File: src/rtl/wdt_pkg.sv
package wdt_pkg;
  localparam int SEL_W  = 4;
  localparam int POST_W = (1 << SEL_W) - 1;

  typedef struct packed {
    logic             pre_long;
    logic [SEL_W-1:0] post_sel;
  } wdt_cfg_t;
endpackage

File: src/rtl/wdt_cfg_hold.sv
module wdt_cfg_hold
  import wdt_pkg::*;
(
  input  logic     clk,
  input  logic     rst,
  input  logic     load,
  input  wdt_cfg_t cfg_in,
  output wdt_cfg_t cfg_q
);
  // period selection is frozen except in reset, halt or restart cycles
  always_ff @(posedge clk) begin
    if (rst || load) cfg_q <= cfg_in;
  end
endmodule

File: src/rtl/wdt_tick_counter.sv
module wdt_tick_counter
  import wdt_pkg::*;
#(
  parameter  int PRE_SHORT_W = 5,
  parameter  int PRE_LONG_W  = 7,
  localparam int POS_W       = PRE_LONG_W + POST_W
) (
  input  logic             clk,
  input  logic             rst,
  input  logic             clear,
  input  logic             tick,
  input  wdt_cfg_t         cfg,
  output logic [POS_W-1:0] pos,
  output logic             term_hit
);
  localparam logic [PRE_LONG_W-1:0] SHORT_MAX = PRE_LONG_W'((1 << PRE_SHORT_W) - 1);

  logic [PRE_LONG_W-1:0] pre_q, pre_max;
  logic [POST_W-1:0]     post_q, post_max;
  logic                  pre_tc, post_tc;

  always_comb begin
    pre_max  = cfg.pre_long ? '1 : SHORT_MAX;
    post_max = POST_W'((32'd1 << cfg.post_sel) - 32'd1);
    pre_tc   = (pre_q == pre_max);
    post_tc  = (post_q == post_max);
    term_hit = tick && pre_tc && post_tc;
    if (cfg.pre_long) pos = (POS_W'(post_q) << PRE_LONG_W)  | POS_W'(pre_q);
    else              pos = (POS_W'(post_q) << PRE_SHORT_W) | POS_W'(pre_q);
  end

  always_ff @(posedge clk) begin
    if (rst || clear) begin
      pre_q  <= '0;
      post_q <= '0;
    end else if (tick) begin
      if (pre_tc) begin
        pre_q  <= '0;
        post_q <= post_tc ? '0 : post_q + 1'b1;
      end else begin
        pre_q  <= pre_q + 1'b1;
      end
    end
  end
endmodule

File: src/rtl/wdt_window.sv
module wdt_window
  import wdt_pkg::*;
#(
  parameter  int PRE_SHORT_W = 5,
  parameter  int PRE_LONG_W  = 7,
  localparam int POS_W       = PRE_LONG_W + POST_W
) (
  input  logic [POS_W-1:0] pos,
  input  wdt_cfg_t         cfg,
  output logic             open
);
  localparam logic [POS_W:0] THREE = (POS_W+1)'(3);

  logic [POS_W:0] lim;
  int             sh;

  // last quarter begins at 3 * 2^(P+S-2)
  always_comb begin
    sh   = (cfg.pre_long ? (PRE_LONG_W - 2) : (PRE_SHORT_W - 2)) + int'(cfg.post_sel);
    lim  = THREE << sh;
    open = ({1'b0, pos} >= lim);
  end
endmodule

File: src/rtl/wdt_window_top.sv
module wdt_window_top
  import wdt_pkg::*;
#(
  parameter int PRE_SHORT_W = 5,
  parameter int PRE_LONG_W  = 7
) (
  input  logic             clk,
  input  logic             rst,
  input  logic             osc_tick,
  input  logic             hw_en,
  input  logic             sw_en_wr,
  input  logic             sw_en_din,
  input  logic             win_dis,
  input  logic             pre_long,
  input  logic [SEL_W-1:0] post_sel,
  input  logic             clr_req,
  input  logic             psave_req,
  input  logic             clk_sw,
  input  logic             sleep,
  output logic             rst_req,
  output logic             wake_req,
  output logic             to_flag,
  output logic             viol_flag
);
  localparam int POS_W = PRE_LONG_W + POST_W;

  logic             sw_en_q, run, win_open, clr_ok, clr_early, restart, term_hit, overflow;
  logic [POS_W-1:0] pos;
  wdt_cfg_t         cfg_in, cfg_q;

  always_comb begin
    cfg_in.pre_long = pre_long;
    cfg_in.post_sel = post_sel;
    run       = hw_en | sw_en_q;
    clr_ok    = run & clr_req & (win_dis | win_open);
    clr_early = run & clr_req & ~win_dis & ~win_open;
    restart   = ~run | clr_ok | psave_req | clk_sw;
    overflow  = term_hit & ~restart;
  end

  always_ff @(posedge clk) begin
    if (rst)           sw_en_q <= 1'b0;
    else if (sw_en_wr) sw_en_q <= sw_en_din;
  end

  wdt_cfg_hold u_cfg (
    .clk    (clk),
    .rst    (rst),
    .load   (restart),
    .cfg_in (cfg_in),
    .cfg_q  (cfg_q)
  );

  wdt_tick_counter #(.PRE_SHORT_W(PRE_SHORT_W), .PRE_LONG_W(PRE_LONG_W)) u_cnt (
    .clk      (clk),
    .rst      (rst),
    .clear    (restart),
    .tick     (osc_tick),
    .cfg      (cfg_q),
    .pos      (pos),
    .term_hit (term_hit)
  );

  wdt_window #(.PRE_SHORT_W(PRE_SHORT_W), .PRE_LONG_W(PRE_LONG_W)) u_win (
    .pos  (pos),
    .cfg  (cfg_q),
    .open (win_open)
  );

  always_ff @(posedge clk) begin
    if (rst) begin
      rst_req   <= 1'b0;
      wake_req  <= 1'b0;
      to_flag   <= 1'b0;
      viol_flag <= 1'b0;
    end else begin
      rst_req   <= (overflow & ~sleep) | clr_early;
      wake_req  <= overflow & sleep;
      to_flag   <= to_flag | overflow | clr_early;
      viol_flag <= viol_flag | clr_early;
    end
  end
endmodule

File: config.mk
export PLATFORM = sky130hd
export DESIGN_NAME = wdt_window_top
export DESIGN_NICKNAME = d
export VERILOG_FILES = /design/src/rtl/wdt_pkg.sv /design/src/rtl/wdt_cfg_hold.sv /design/src/rtl/wdt_tick_counter.sv /design/src/rtl/wdt_window.sv /design/src/rtl/wdt_window_top.sv
export SDC_FILE = /design/constraint.sdc
export NUM_CORES = 1
export LEC_CHECK = 0
export ABC_AREA = 1
export BUFFER_PORTS_ARGS = -buffer_cell sky130_fd_sc_hd__buf_2
export CAP_MARGIN = 0
export CORE_MARGIN = 10
export CORE_UTILIZATION = 45
export DETAILED_ROUTE_END_ITERATION = 12
export HOLD_SLACK_MARGIN = 0.06
export RECOVER_POWER = 25
export SETUP_SLACK_MARGIN = 0.4
export SLEW_MARGIN = 20
export SYNTH_ARGS = -nofsm -noshare
export SYNTH_HDL_FRONTEND = slang
export SYNTH_SLANG_ARGS = --single-unit
File: constraint.sdc
create_clock -name clk -period 4.2 [get_ports clk]
set_clock_uncertainty 0.05 [all_clocks]
set_input_delay 0.63 -clock clk [delete_from_list [all_inputs] [get_ports clk]]
set_output_delay 0.63 -clock clk [all_outputs]
set_load 0.005 [all_outputs]
; Word level (Yosys, flattened, before mapping)
; Cells that the tools add are included.
[word_totals]
regBits = 32
inputBits = 16
out_inout_bits = 4
elab_cells = 50
[op_classes]
add_sub_neg = 4
magnitude_cmp = 1
n_eq_ne = 2
shifts = 2
mux = 5
n_bitwise = 23
n_reduce_logical = 4
[op_table]
columns = op, n
row1 = $add 32x5->32, 1
row2 = $shl 2x32->23 const A, 1
row3 = $ge 22x23->1, 1
row4 = $mux 22, 1
row5 = $or 22x7->22, 1
row6 = $or 20x7->20, 1
row7 = $add 15x1->15 const B, 1
row8 = $eq 15x15->1, 1
row9 = $mux 15, 1
row10 = $shl 1x4->15 const A, 1
row11 = $sub 15x1->15 const B, 1
row12 = $mux 7, 2
row13 = $or 1x1->1, 9
row14 = $add 7x1->7 const B, 1
row15 = $and 1x1->1, 7
row16 = $eq 7x7->1, 1
row17 = $not 1->1, 5
row18 = $mux 3, 1
row19 = $logic_and 1x1->1, 2
row20 = $reduce_and 2->1, 1
row21 = $logic_or 1x1->1, 1

; Depth between registers and ports, before layout
[depth]
word_depth = 13
mapped_depth = 23
ltp_nobuf = 23

; Modules after synthesis
; A second synthesis with hierarchy kept.
[hier_totals]
cells_unflattened = 529
area_unflattened_um2 = 3275.6
[modules_own_cells]
columns = module, instances, cells_each, area_per_inst_um2, seq_area_each_um2
row1 = wdt_tick_counter, 1, 351, 1981.9, 440.4
row2 = wdt_window, 1, 141, 897.1, 0.0
row3 = wdt_window_top, 1, 29, 235.2, 100.1
row4 = wdt_cfg_hold, 1, 8, 161.4, 150.1

; Least setup slack after synthesis
; No wires, ideal clock.
[synth_path]
kind = reg-to-reg
start = register, netlist name u_cfg.cfg_q[4]
end = register, netlist name u_cfg.cfg_q[0]
arrival_time_ps = 2907
t_required_ps = 3848
slack_ps = 941
stages_incl_launch_ff = 21
n_path_buf = 1
synth_period_minus_slack_ps = 3259
cell_sequence = edfxtp_1 > inv_1 > ha_1 > nand3_1 > nand3_1 > xor2_1 > inv_1 > nor2_1 > nand2_1 > ha_1 > nand2_1 > nor2_1 > nand3_1 > nor2_1 > nor2_1 > nand2_1 > nand2_1 > nand3_1 > a21boi_2 > nand2_2 > buf_6
[synth_between]
elab_chain_cells = 10
[synth_rtl]
columns = item, line_no
row1 = $mux 3, wdt_window.sv:19  ; sh = (cfg.pre_long ? (PRE_LONG_W - 2) : (PRE_SHORT_W - 2)) + int'(cfg.post_sel);
row2 = $add 32x5->32, wdt_window.sv:19
row3 = $shl 2x32->23, wdt_window.sv:20  ; lim = THREE << sh;
row4 = $ge 22x23->1 *, wdt_window.sv:21  ; open = ({1'b0, pos} >= lim);
row5 = $or 1x1->1 *, wdt_window_top.sv:35  ; clr_ok = run & clr_req & (win_dis | win_open);
row6 = $and 1x1->1 *, wdt_window_top.sv:35
row7 = $or 1x1->1 * (3 in series), wdt_window_top.sv:37  ; restart = ~run | clr_ok | psave_req | clk_sw;
row8 = $logic_or 1x1->1 *, wdt_cfg_hold.sv:12  ; if (rst || load) cfg_q <= cfg_in;
; Mark *: on every way between the ends. The rest lies on a longest branch, timed or not.
; A chain may end at the register's enable or synchronous reset.

; Final worst setup path
[layout_path]
start = register, netlist name u_cfg.cfg_q[4]
end = register, netlist name u_cfg.cfg_q[2]
[layout_between]
elab_chain_cells = 10
[layout_rtl]
columns = item, line_no
row1 = $mux 3, wdt_window.sv:19
row2 = $add 32x5->32, wdt_window.sv:19
row3 = $shl 2x32->23, wdt_window.sv:20
row4 = $ge 22x23->1 *, wdt_window.sv:21
row5 = $or 1x1->1 *, wdt_window_top.sv:35
row6 = $and 1x1->1 *, wdt_window_top.sv:35
row7 = $or 1x1->1 * (3 in series), wdt_window_top.sv:37
row8 = $logic_or 1x1->1 *, wdt_cfg_hold.sv:12
; Marks and branches as above.

==> impl_metrics.py <==
metrics = {
    "sta": {
        "worst_pin_slew_ns": 0.437,
        "period_share_pct": 83.3,
        "setup-violations-final": 0,
        "report.final.slew_viol_count": 0,
        "fin_setup_tns_ns": 0,
        "worst_slack_ns": 0.702,
        "post-route-min-period_ns": 3.50,
        "max_freq_mhz": 286,
        "relSlewSlack_pct": 70.9,
        "rsz0062_at_grt": "false",
        "hold_viol": 0,
    },
    "synthesis": {
        "synth-seq-area-share_pct": 21.4,
        "syn-cell-area_um2": 3230,
        "synth_nets": 524,
        "async_flop_share_pct": 0,
        "yosysWarnings": 0,
        "synth_largest_area_cell": "dfxtp_1",
        "ys.flop_type": "dfxtp_1",
        "syn_avg_cell_area_um2": 6.76,
        "netlist_top_cells_count": "nand2_1, inv_1, nor2_1",
        "ys_seq_elements": 32,
        "synth-edff-count": 5,
        "synthCells": 478,
        "synth_cell_types": 43,
        "synth.top_cells.by_area": "dfxtp_1, nand2_1, ha_1",
        "synth.most_common_cell": "nand2_1",
        "synth_top_area_share_pct": 16.7,
    },
    "hold_path": {
        "worstHoldPathType": "reg -> reg",
        "hp-start": "viol_flag",
    },
    "power": {
        "switchingPower_uw": 332,
        "comb_power_share_pct": 31.8,
        "seq_power_share_pct": 35.1,
        "ir_worst_vdd_mv": 0.150,
        "p_per_area_nw_per_um2": 258,
        "leakagePower_uw": 0.00159,
        "switching_share_pct": 35.9,
        "power_frac_clock_pct": 33.1,
        "p_int_uw": 595,
    },
    "routing": {
        "route.vias.total": 3077,
        "totalWireLength_um": 8440,
        "routed_via_density": 5.14,
        "ant_nets": 0,
        "drt-pass1-iter-count": 4,
        "drc": 0,
        "wl_per_cell_um": 14.1,
        "drt_iter0_drc": 209,
    },
    "setup_path": {
        "crit_top_cell": "nand2_1",
        "path_delay_family": "simple AND/OR/NAND/NOR gates",
        "critPathLaunchType": "flip-flop",
        "cp_data_required_time_ns": 4.14,
        "crit_path_start": "u_cfg.cfg_q[4]",
        "critPathBufInv": 2,
        "path_cells": "inv_2 -> ha_1 -> nand3_1 -> nand3_1 -> nand2_1 -> a21oi_1 -> nand2_1 -> ha_1 -> nand2_1 -> nor2_1 -> nand3_1 -> nor2_1 -> nor2_1 -> nand2_1 -> nand2_1 -> nand3_1 -> a21boi_4 -> buf_4 -> nand2_8",
        "reg2reg_from": "u_cfg.cfg_q[4]",
        "cpMaxStageDelayCell": "edfxtp_1",
        "cp.arrival_ns": 3.44,
        "crit_fanout": 14,
        "crit_type": "reg -> reg",
        "cpPeakStageDelay_ns": 0.41,
        "cp-end-kind": "flip-flop",
    },
    "clock_network": {
        "cts_sinks": 32,
        "root_buffer": "clkbuf_8",
        "numCtsBuffers": 5,
        "h-tree-depth": 2,
        "clock_latency_ns": 0.29,
        "cts_max_path_buffers": 2,
        "clk_pin_slew_worst_paths_ns": 0.08,
        "cts_tree": "yes",
    },
    "place": {
        "gp_congestion": 0.919,
        "io_buffers": 19,
        "dpl.hpwl_um": 6510,
        "post-place-ws_ns": 0.200,
    },
    "grt": {
        "grt_pass1_vias": 2961,
        "grt_max_degree": 29,
        "gr-usage-all-layers_pct": 14.8,
        "grt_overflow_total": 0,
        "grt_pass1_wl_um": 13800,
        "antenna_found_initial": 0,
    },
    "die": {
        "core_area_um2": 6870,
        "pin_count": 20,
        "die_h_um": 105,
        "die_area_um2": 11000,
        "std_cell_rows": 30,
        "die_w_um": 105,
        "start_util_pct": 47.0,
    },
    "run": {
        "cap_violations": 0,
    },
    "finish": {
        "nets": 548,
        "fill_cells": 690,
        "syn_to_final_growth_pct": 11.0,
        "num_antenna_cells": 0,
        "drive_above_1_share_pct": 19.1,
    },
    "outcome": {
        "status": "completed",
    },
}
## per-stage QoR
step,util (%),total power [uW],cells,hold slack (ns),instance area (um2)
2_1_floorplan,-,540,478,0.391,3230
3_3_place_gp,49.6,605,588,0.391,3410
3_5_place_dp,49.6,607,588,0.397,3410
4_1_cts,51.3,913,596,0.410,3520
5_1_grt,52.2,981,599,0.448,3590
6_report,52.2,927,599,0.403,3590
## registers in the layout, indices dropped and copies added, names as in the netlist
name,flops
rst_req,1
sw_en_q,1
to_flag,1
u_cfg.cfg_q,5
u_cnt.post_q,15
u_cnt.pre_q,7
viol_flag,1
wake_req,1
## metal layers
layer / part of all wire, % / vias to the layer above / global-route usage, %
met5: 0 / - / 0
met4: 1.1 / 0 / 4.71
met3: 5.2 / 10 / 3.26
met2: 46 / 70 / 23.1
met1: 48 / 1401 / 19.9
li1: - / 1596 / -
## worst paths after layout
check                           slack (ns)  depth (start not counted)             end
worst max register to register        0.70                         19  u_cfg.cfg_q[2]
worst min-delay path                  0.40                          2       viol_flag
worst min register to register        0.40                          2       viol_flag
worst max-delay path                  0.70                         19  u_cfg.cfg_q[2]
## worst min-delay path, stage by stage (launching register included)
cell and delay [ns]:
dfxtp_1 0.31, inv_1 0.05, a21oi_1 0.05
## cell usage in the layout (no fill, tap or decap), types with 2 or more instances in the layout
cell | Yosys | final
nand2_1 | 141 | 140
inv_1 | 49 | 47
nand3_1 | 39 | 39
nor2_1 | 40 | 36
ha_1 | 29 | 29
dfxtp_1 | 27 | 27
o21ai_0 | 22 | 21
a21oi_1 | 20 | 20
nor3_2 | 15 | 15
buf_2 | 2 | 15
xor2_1 | 14 | 14
nand2_2 | 9 | 9
buf_4 | 2 | 9
nor3_1 | 7 | 7
inv_2 | 4 | 6
nor2_4 | 4 | 6
nand4_1 | 6 | 6
nand2_4 | 5 | 6
clkbuf_8 | 0 | 5
edfxtp_1 | 5 | 5
nor2_2 | 2 | 4
clkbuf_1 | 3 | 4
nand3_2 | 3 | 3
or2_2 | 2 | 2
o21ai_1 | 1 | 2
nor2_8 | 2 | 2
clkinv_1 | 2 | 2
o21ai_2 | 2 | 2
xnor2_1 | 2 | 2
## cells by family after synthesis
kind of cell,after synthesis,share of synthesized area (%)
compound gates,50,8.79
xor+xnor,16,4.34
fa+ha+maj,30,11.8
buf+inv,68,9.60
flops,32,21.4
simple gates,282,44.1
## power by group through the flow
stage	Sequential (uW)	Clock, uW	Combinational [uW]
6_report	325	307	295
5_1_grt	326	321	334
4_1_cts	325	311	276
3_5_place_dp	332	0	274
3_3_place_gp	332	0	272
2_1_floorplan	331	0	209
## cell type report
cell class,instances,area [um2],share of cell area (%)
Clock inverter,3,41.3,1.15
Tap cell,96,120,3.35
Inverter,56,218,6.07
Multi-Input combinational cell,379,2290,63.9
Clock buffer,5,68.8,1.92
Timing Repair Buffer,28,158,4.39
Sequential cell,32,691,19.2
## repair_timing
item / CTS / global route
resized for setup: 1 / 13
gates cloned: 0 / 1
buffers inserted: 0 / 2
pin swaps: 0 / 2
endpoints found under the setup margin: 28 / 30
hold buffers: 0 / 0
Note: power is estimated with default switching activity, not from simulation.
